===== config.mk =====
export PLATFORM = sky130hd
export DESIGN_NAME = regxfer_seq
export DESIGN_NICKNAME = d
export VERILOG_FILES = /design/src/rtl/regxfer_pkg.sv /design/src/rtl/regxfer_pick.sv /design/src/rtl/regxfer_addr.sv /design/src/rtl/regxfer_lane.sv /design/src/rtl/regxfer_seq.sv
export SDC_FILE = /design/constraint.sdc
export NUM_CORES = 1
export LEC_CHECK = 0
export BUFFER_PORTS_ARGS = -buffer_cell sky130_fd_sc_hd__clkbuf_2
export CAP_MARGIN = 20
export CORE_MARGIN = 3
export CORE_UTILIZATION = 45
export CTS_CLUSTER_DIAMETER = 60
export DETAILED_ROUTE_END_ITERATION = 10
export PLACE_DENSITY_LB_ADDON = 0.15
export SYNTH_ARGS = -nofsm -noshare
export SYNTH_HDL_FRONTEND = slang
export SYNTH_SLANG_ARGS = --single-unit

===== constraint.sdc =====
create_clock -name clk -period 4.6 [get_ports clk]
set_clock_uncertainty 0.05 [all_clocks]
set_input_delay 0.69 -clock clk [delete_from_list [all_inputs] [get_ports clk]]
set_output_delay 0.69 -clock clk [all_outputs]
set_load 0.02 [all_outputs]

===== src/rtl/regxfer_pkg.sv =====
package regxfer_pkg;

  typedef enum logic [1:0] {
    ST_IDLE  = 2'd0,
    ST_XFER  = 2'd1,
    ST_EXTRA = 2'd2,
    ST_DONE  = 2'd3
  } xstate_t;

  localparam logic [2:0] MODE_PREDEC = 3'd4;

endpackage


===== src/rtl/regxfer_pick.sv =====
// Finds the lowest pending mask bit and maps it to a register index,
// mirrored when the walk runs in reverse register order.
module regxfer_pick #(
  parameter int NREG = 16,
  parameter int IW   = 4
) (
  input  logic [NREG-1:0] mask,
  input  logic            rev,
  output logic            any,
  output logic [NREG-1:0] first_bit,
  output logic [IW-1:0]   reg_idx
);

  logic [NREG-1:0] low_iso;
  logic [IW-1:0]   pos;

  assign low_iso   = mask & (~mask + NREG'(1));
  assign any       = |mask;
  assign first_bit = low_iso;

  always_comb begin
    pos = '0;
    for (int i = 0; i < NREG; i++) begin
      if (low_iso[i]) pos = pos | IW'(i);
    end
  end

  assign reg_idx = rev ? (IW'(NREG - 1) - pos) : pos;

endmodule


===== src/rtl/regxfer_addr.sv =====
// Address walker: holds the running boundary address; a descending walk
// presents boundary-STEP so the first word lands just below the start.
module regxfer_addr #(
  parameter int AW   = 32,
  parameter int STEP = 2
) (
  input  logic          clk,
  input  logic          rst_n,
  input  logic          load_en,
  input  logic [AW-1:0] load_val,
  input  logic          step_en,
  input  logic          down,
  output logic [AW-1:0] cur_addr,
  output logic [AW-1:0] cyc_addr
);

  logic [AW-1:0] cur_q, cur_d;
  logic          cur_en;

  always_comb begin
    cur_d  = cur_q;
    cur_en = load_en | step_en;
    if (load_en)      cur_d = load_val;
    else if (step_en) cur_d = down ? (cur_q - AW'(STEP)) : (cur_q + AW'(STEP));
  end

  always_ff @(posedge clk or negedge rst_n) begin
    if (!rst_n)      cur_q <= '0;
    else if (cur_en) cur_q <= cur_d;
  end

  assign cur_addr = cur_q;
  assign cyc_addr = down ? (cur_q - AW'(STEP)) : cur_q;

endmodule


===== src/rtl/regxfer_lane.sv =====
// Data lane: chooses the store half-word, gathers load halves and
// registers the register-file write.
module regxfer_lane #(
  parameter int DW = 16,
  parameter int IW = 4
) (
  input  logic          clk,
  input  logic          rst_n,
  input  logic          long_sz,
  input  logic          hi_first,
  input  logic          half,
  input  logic [2*DW-1:0] rf_rdata,
  input  logic [DW-1:0] bus_rdata,
  input  logic          cap_hi,
  input  logic          commit,
  input  logic [IW-1:0] commit_idx,
  output logic [DW-1:0] wdata,
  output logic          rf_we,
  output logic [IW-1:0] rf_widx,
  output logic [2*DW-1:0] rf_wdata
);

  localparam int RW = 2 * DW;

  logic            sel_hi;
  logic [DW-1:0]   hi_q;
  logic [RW-1:0]   word_d;
  logic            we_q;
  logic [IW-1:0]   idx_q;
  logic [RW-1:0]   data_q;

  assign sel_hi = long_sz & (hi_first ? ~half : half);
  assign wdata  = sel_hi ? rf_rdata[RW-1:DW] : rf_rdata[DW-1:0];

  always_comb begin
    if (long_sz) word_d = {hi_q, bus_rdata};
    else         word_d = {{DW{bus_rdata[DW-1]}}, bus_rdata};
  end

  always_ff @(posedge clk or negedge rst_n) begin
    if (!rst_n)      hi_q <= '0;
    else if (cap_hi) hi_q <= bus_rdata;
  end

  always_ff @(posedge clk or negedge rst_n) begin
    if (!rst_n) we_q <= 1'b0;
    else        we_q <= commit;
  end

  always_ff @(posedge clk or negedge rst_n) begin
    if (!rst_n) begin
      idx_q  <= '0;
      data_q <= '0;
    end else if (commit) begin
      idx_q  <= commit_idx;
      data_q <= word_d;
    end
  end

  assign rf_we    = we_q;
  assign rf_widx  = idx_q;
  assign rf_wdata = data_q;

endmodule


===== src/rtl/regxfer_seq.sv =====
module regxfer_seq
  import regxfer_pkg::*;
#(
  parameter int AW    = 32,
  parameter int DW    = 16,
  parameter int NREG  = 16,
  parameter int MODEW = 3
) (
  input  logic                     clk,
  input  logic                     rst_n,
  input  logic                     start,
  input  logic                     to_mem,
  input  logic                     long_sz,
  input  logic [MODEW-1:0]         amode,
  input  logic [NREG-1:0]          reg_mask,
  input  logic [AW-1:0]            base_addr,
  output logic                     busy,
  output logic                     bus_req,
  output logic                     bus_we,
  output logic [AW-1:0]            bus_addr,
  output logic [DW-1:0]            bus_wdata,
  input  logic                     bus_ack,
  input  logic [DW-1:0]            bus_rdata,
  output logic [$clog2(NREG)-1:0]  rf_ridx,
  input  logic [2*DW-1:0]          rf_rdata,
  output logic                     rf_we,
  output logic [$clog2(NREG)-1:0]  rf_widx,
  output logic [2*DW-1:0]          rf_wdata,
  output logic                     done,
  output logic [AW-1:0]            final_addr
);

  localparam int IW   = $clog2(NREG);
  localparam int STEP = DW / 8;

  xstate_t         state_q, state_d;
  logic [NREG-1:0] mask_q, mask_d;
  logic            half_q, half_d;
  logic            store_q, long_q, pre_q;
  logic            ctl_en;
  logic            acc;

  logic            pick_any;
  logic [NREG-1:0] pick_bit;
  logic [IW-1:0]   pick_idx;
  logic [NREG-1:0] mask_rest;

  logic            xfer_ack, word_fin;
  logic            addr_load, addr_step;

  assign acc       = (state_q == ST_IDLE) & start;
  assign bus_req   = (state_q == ST_XFER) | (state_q == ST_EXTRA);
  assign bus_we    = (state_q == ST_XFER) & store_q;
  assign busy      = (state_q != ST_IDLE);
  assign done      = (state_q == ST_DONE);
  assign xfer_ack  = (state_q == ST_XFER) & bus_ack;
  assign word_fin  = xfer_ack & (~long_q | half_q);
  assign mask_rest = mask_q & ~pick_bit;
  assign addr_load = acc;
  assign addr_step = xfer_ack;
  assign rf_ridx   = pick_idx;

  regxfer_pick #(.NREG(NREG), .IW(IW)) u_pick (
    .mask      (mask_q),
    .rev       (pre_q),
    .any       (pick_any),
    .first_bit (pick_bit),
    .reg_idx   (pick_idx)
  );

  regxfer_addr #(.AW(AW), .STEP(STEP)) u_addr (
    .clk      (clk),
    .rst_n    (rst_n),
    .load_en  (addr_load),
    .load_val (base_addr),
    .step_en  (addr_step),
    .down     (pre_q),
    .cur_addr (final_addr),
    .cyc_addr (bus_addr)
  );

  regxfer_lane #(.DW(DW), .IW(IW)) u_lane (
    .clk        (clk),
    .rst_n      (rst_n),
    .long_sz    (long_q),
    .hi_first   (~pre_q),
    .half       (half_q),
    .rf_rdata   (rf_rdata),
    .bus_rdata  (bus_rdata),
    .cap_hi     (xfer_ack & ~store_q & long_q & ~half_q),
    .commit     (word_fin & ~store_q),
    .commit_idx (pick_idx),
    .wdata      (bus_wdata),
    .rf_we      (rf_we),
    .rf_widx    (rf_widx),
    .rf_wdata   (rf_wdata)
  );

  // Next-state logic
  always_comb begin
    state_d = state_q;
    mask_d  = mask_q;
    half_d  = half_q;
    unique case (state_q)
      ST_IDLE: begin
        if (start) begin
          mask_d = reg_mask;
          half_d = 1'b0;
          if (|reg_mask) state_d = ST_XFER;
          else           state_d = to_mem ? ST_DONE : ST_EXTRA;
        end
      end
      ST_XFER: begin
        if (bus_ack) begin
          half_d = long_q & ~half_q;
          if (word_fin) begin
            mask_d = mask_rest;
            if (~|mask_rest) state_d = store_q ? ST_DONE : ST_EXTRA;
          end
        end
      end
      ST_EXTRA: begin
        if (bus_ack) state_d = ST_DONE;
      end
      ST_DONE: state_d = ST_IDLE;
      default: state_d = ST_IDLE;
    endcase
  end

  assign ctl_en = acc | bus_req | done;

  always_ff @(posedge clk or negedge rst_n) begin
    if (!rst_n) begin
      state_q <= ST_IDLE;
      mask_q  <= '0;
      half_q  <= 1'b0;
    end else if (ctl_en) begin
      state_q <= state_d;
      mask_q  <= mask_d;
      half_q  <= half_d;
    end
  end

  always_ff @(posedge clk or negedge rst_n) begin
    if (!rst_n) begin
      store_q <= 1'b0;
      long_q  <= 1'b0;
      pre_q   <= 1'b0;
    end else if (acc) begin
      store_q <= to_mem;
      long_q  <= long_sz;
      pre_q   <= to_mem & (amode == MODE_PREDEC);
    end
  end

  // pick_any is implied by the mask being nonzero in ST_XFER
  logic unused_any;
  assign unused_any = pick_any;

endmodule


==> flow_summary.yaml <==
worst_setup_path:
  setup.worst_path.end_class: "output pin"
  cp.arrival_ns: 3.09
  path_class: "flip-flop to output pin"
  cp.required_ns: 3.86
  startpoint_type: "flip-flop"
  worstPathMaxFanout: 11
synth:
  synth.net_count: 852
  synth_xor_area_share_pct: 7.31
  synth_top_family_by_area: "simple AND/OR/NAND/NOR gates"
  yosys.area_share.simple_pct: 22.5
  yosysSeqAreaShare_pct: 40.6
  syn_inst: 738
  ys_seq_elements: 107
  synth_cell_types: 62
  syn-cell-area_sq_um: 6590
  yosysTopAreaCellShare_pct: 40.6
  yosys-top-cells-count: "dfrtp_1 (107), nor2_1 (71), a21oi_1 (68)"
  synth.top_cells.by_area: "dfrtp_1 (41%), mux2_2 (9.1%), xnor2_1 (5.8%)"
  async_flop_share_pct: 100
  yosysWarnings: 0
  avgSynthCellArea_sq_um: 8.93
  synth_most_common_cell: "dfrtp_1"
  synth.mux.area_fraction_pct: 9.51
  synth-compound-area-share_pct: 13.4
  synthFlopType: "dfrtp_1"
  synth_edf_count: 0
  yosys.area_share.adder_pct: 2.01
  synth_largest_area_cell: "dfrtp_1"
clock_network:
  cts_made_buffers: 9
  cts_resized: 0
  clk_pin_slew_worst_paths_ns: 0.08
  cts_setup_buffers: 0
  tritoncts: "built"
  cts_sinks: 107
  insertion_delay_ns: 0.36
  cts_root_buffer: "clkbuf_16"
  holdBufCountCts: 0
  htreeDepth: 3
  clockBufferDepth: 2
sta:
  tns_ns: 0
  setup_viol: 0
  slew_headroom_pct: 38.0
  fin_crit_sh_pct: 83.3
  slew_violations: 0
  hold_viol: 0
  hold_ws_ns: 0.243
  fmax_ghz: 0.261
  rsz0062_at_grt: "false"
  period_needed_ns: 3.83
  worst_pin_slew_ns: 0.926
detailed_routing:
  routed_via_density: 5.51
  drc: 0
  drtPass1Iterations: 5
  num_vias: 6139
  wirelength_um: 19300
  wl_per_cell_um: 17.3
  drtIter0Drc: 287
  ant_nets: 0
flow_run:
  maxCapViolations: 0
floorplanning:
  rows: 43
  die_area_sq_um: 16100
  floorplan.initialDensity_pct: 46.8
  fp.dieH_um: 127
  ios: 230
  fp.coreArea_sq_um: 14100
  die_w_um: 127
final_layout:
  area_growth_pct: 23.3
  layout-drive-gt1-share_pct: 34.8
  layout.nets: 1043
  final_area_sq_um: 8120
  n_fill_cell: 1320
  antenna_cells: 0
outcome:
  status: "completed"
power:
  peakVddDrop_uv: 704
  total_power_uw: 6060
  power_density_nw_per_um2: 747
  p_leak_uw: 0.00363
placed_design:
  numPortBuffers: 229
  place_hpwl_um: 14100
  placed_area_sq_um: 7800
  globalplace.congestion: 0.881
hold_path:
  hold_path.class: "primary input to async pin"
global_route:
  track_usage_pct: 23.4
  grt_pass1_wl_um: 30900
  antenna_found_initial: 0
  grt_max_degree: 54
  overflow: 0
  grt_pass1_vias: 5901
report_power, final:
part	switching, uW	leakage (uW)	internal [uW]	total (uW)
clock	427	0.000155	398	825
combinational	2020	0.00219	1260	3280
sequential	568	0.00129	1390	1960
per-layer routing:
| metal | track usage (%) | part of all wire [%] |
|---|---|---|
| met1 | 32.1 | 45 |
| met2 | 38.1 | 48 |
| met3 | 4.52 | 5.8 |
| met4 | 6.12 | 1.6 |
| met5 | 0 | 0 |
metrics by stage:
step | utilization (%) | std cells | setup slack [ns]
2_1_floorplan | - | 738 | 1.21
3_3_place_gp | 55.3 | 1097 | 1.22
3_5_place_dp | 55.3 | 1098 | 1.20
4_1_cts | 57.6 | 1114 | 0.805
5_1_grt | 57.6 | 1114 | 0.515
6_report | 57.6 | 1114 | 0.768
final timing paths:
kind / endpoint / start / cells past startpoint / slack (ns)
worst max-delay path: bus_addr[28] / u_addr.cur_addr[17]$_DFFE_PN0P_ / 7 / 0.77
min in group clk: u_lane.hi_q[2]$_DFFE_PN0P_ / u_lane.hi_q[2]$_DFFE_PN0P_ / 1 / 0.46
worst min register to register: u_lane.hi_q[2]$_DFFE_PN0P_ / u_lane.hi_q[2]$_DFFE_PN0P_ / 1 / 0.46
worst min-delay path: u_addr.cur_addr[12]$_DFFE_PN0P_ / rst_n / 1 / 0.24
max in group asynchronous: mask_q[1]$_DFFE_PN0P_ / rst_n / 2 / 3.36
worst max register to register: state_q[0]$_DFFE_PN0P_ / mask_q[1]$_DFFE_PN0P_ / 6 / 1.73
state kept, by name (all words and copies together) (netlist names):
| register | flops |
|---|---|
| u_lane.rf_widx | 4 |
| u_lane.rf_we | 1 |
| pre_q | 1 |
| u_lane.rf_wdata | 32 |
| store_q | 1 |
| u_lane.hi_q | 16 |
| state_q | 2 |
| u_addr.cur_addr | 32 |
| mask_q | 16 |
| half_q | 1 |
| long_q | 1 |
layout make-up:
cell class / count / area [sq um] / area share [%]
Clock buffer: 9 / 225 / 2.77
Multi-Input combinational cell: 557 / 3620 / 44.6
Sequential cell: 107 / 2680 / 33.0
Timing Repair Buffer: 239 / 1220 / 15.0
Tap cell: 180 / 225 / 2.77
Clock inverter: 7 / 98.8 / 1.22
Inverter: 15 / 56.3 / 0.693
cells by family after synthesis:
logic type,count (synthesis)
AO/OA/AOI/OAI,149
XOR/XNOR,55
adder cells (fa/ha/maj),11
buffers and inverters,74
flip-flops,107
multiplexers,56
AND/OR/NAND/NOR,286
critical path: stages (launching register included):
cell,delay [ns]
dfrtp_1,0.53
nor4_1,0.54
nand3_1,0.23
or4_1,0.60
nor2_1,0.33
nand3_1,0.14
xnor2_1,0.16
clkbuf_2,0.19
layout by cell type, fill, tap and decap left out, types with 5 or more instances in the layout:
| master | synthesis | layout |
|---|---|---|
| buf_4 | 1 | 10 |
| or4_1 | 5 | 5 |
| ha_1 | 9 | 9 |
| o21ai_0 | 31 | 31 |
| clkbuf_2 | 0 | 228 |
| dfrtp_1 | 107 | 107 |
| or3_1 | 16 | 16 |
| nand3_1 | 24 | 24 |
| inv_1 | 13 | 13 |
| and2_1 | 5 | 5 |
| or2_2 | 6 | 6 |
| a21oi_1 | 68 | 68 |
| and3_1 | 7 | 7 |
| nor4_1 | 17 | 17 |
| a211oi_1 | 5 | 5 |
| nor2_1 | 71 | 71 |
| nand2b_1 | 8 | 8 |
| xor2_1 | 11 | 11 |
| nand4_1 | 15 | 15 |
| nor3_1 | 22 | 20 |
| nand2_1 | 65 | 64 |
| a31oi_1 | 8 | 8 |
| a22o_1 | 10 | 10 |
| mux2_2 | 53 | 53 |
| xnor2_1 | 44 | 44 |
| clkbuf_16 | 0 | 9 |
Power figures use the tool's default switching activity.
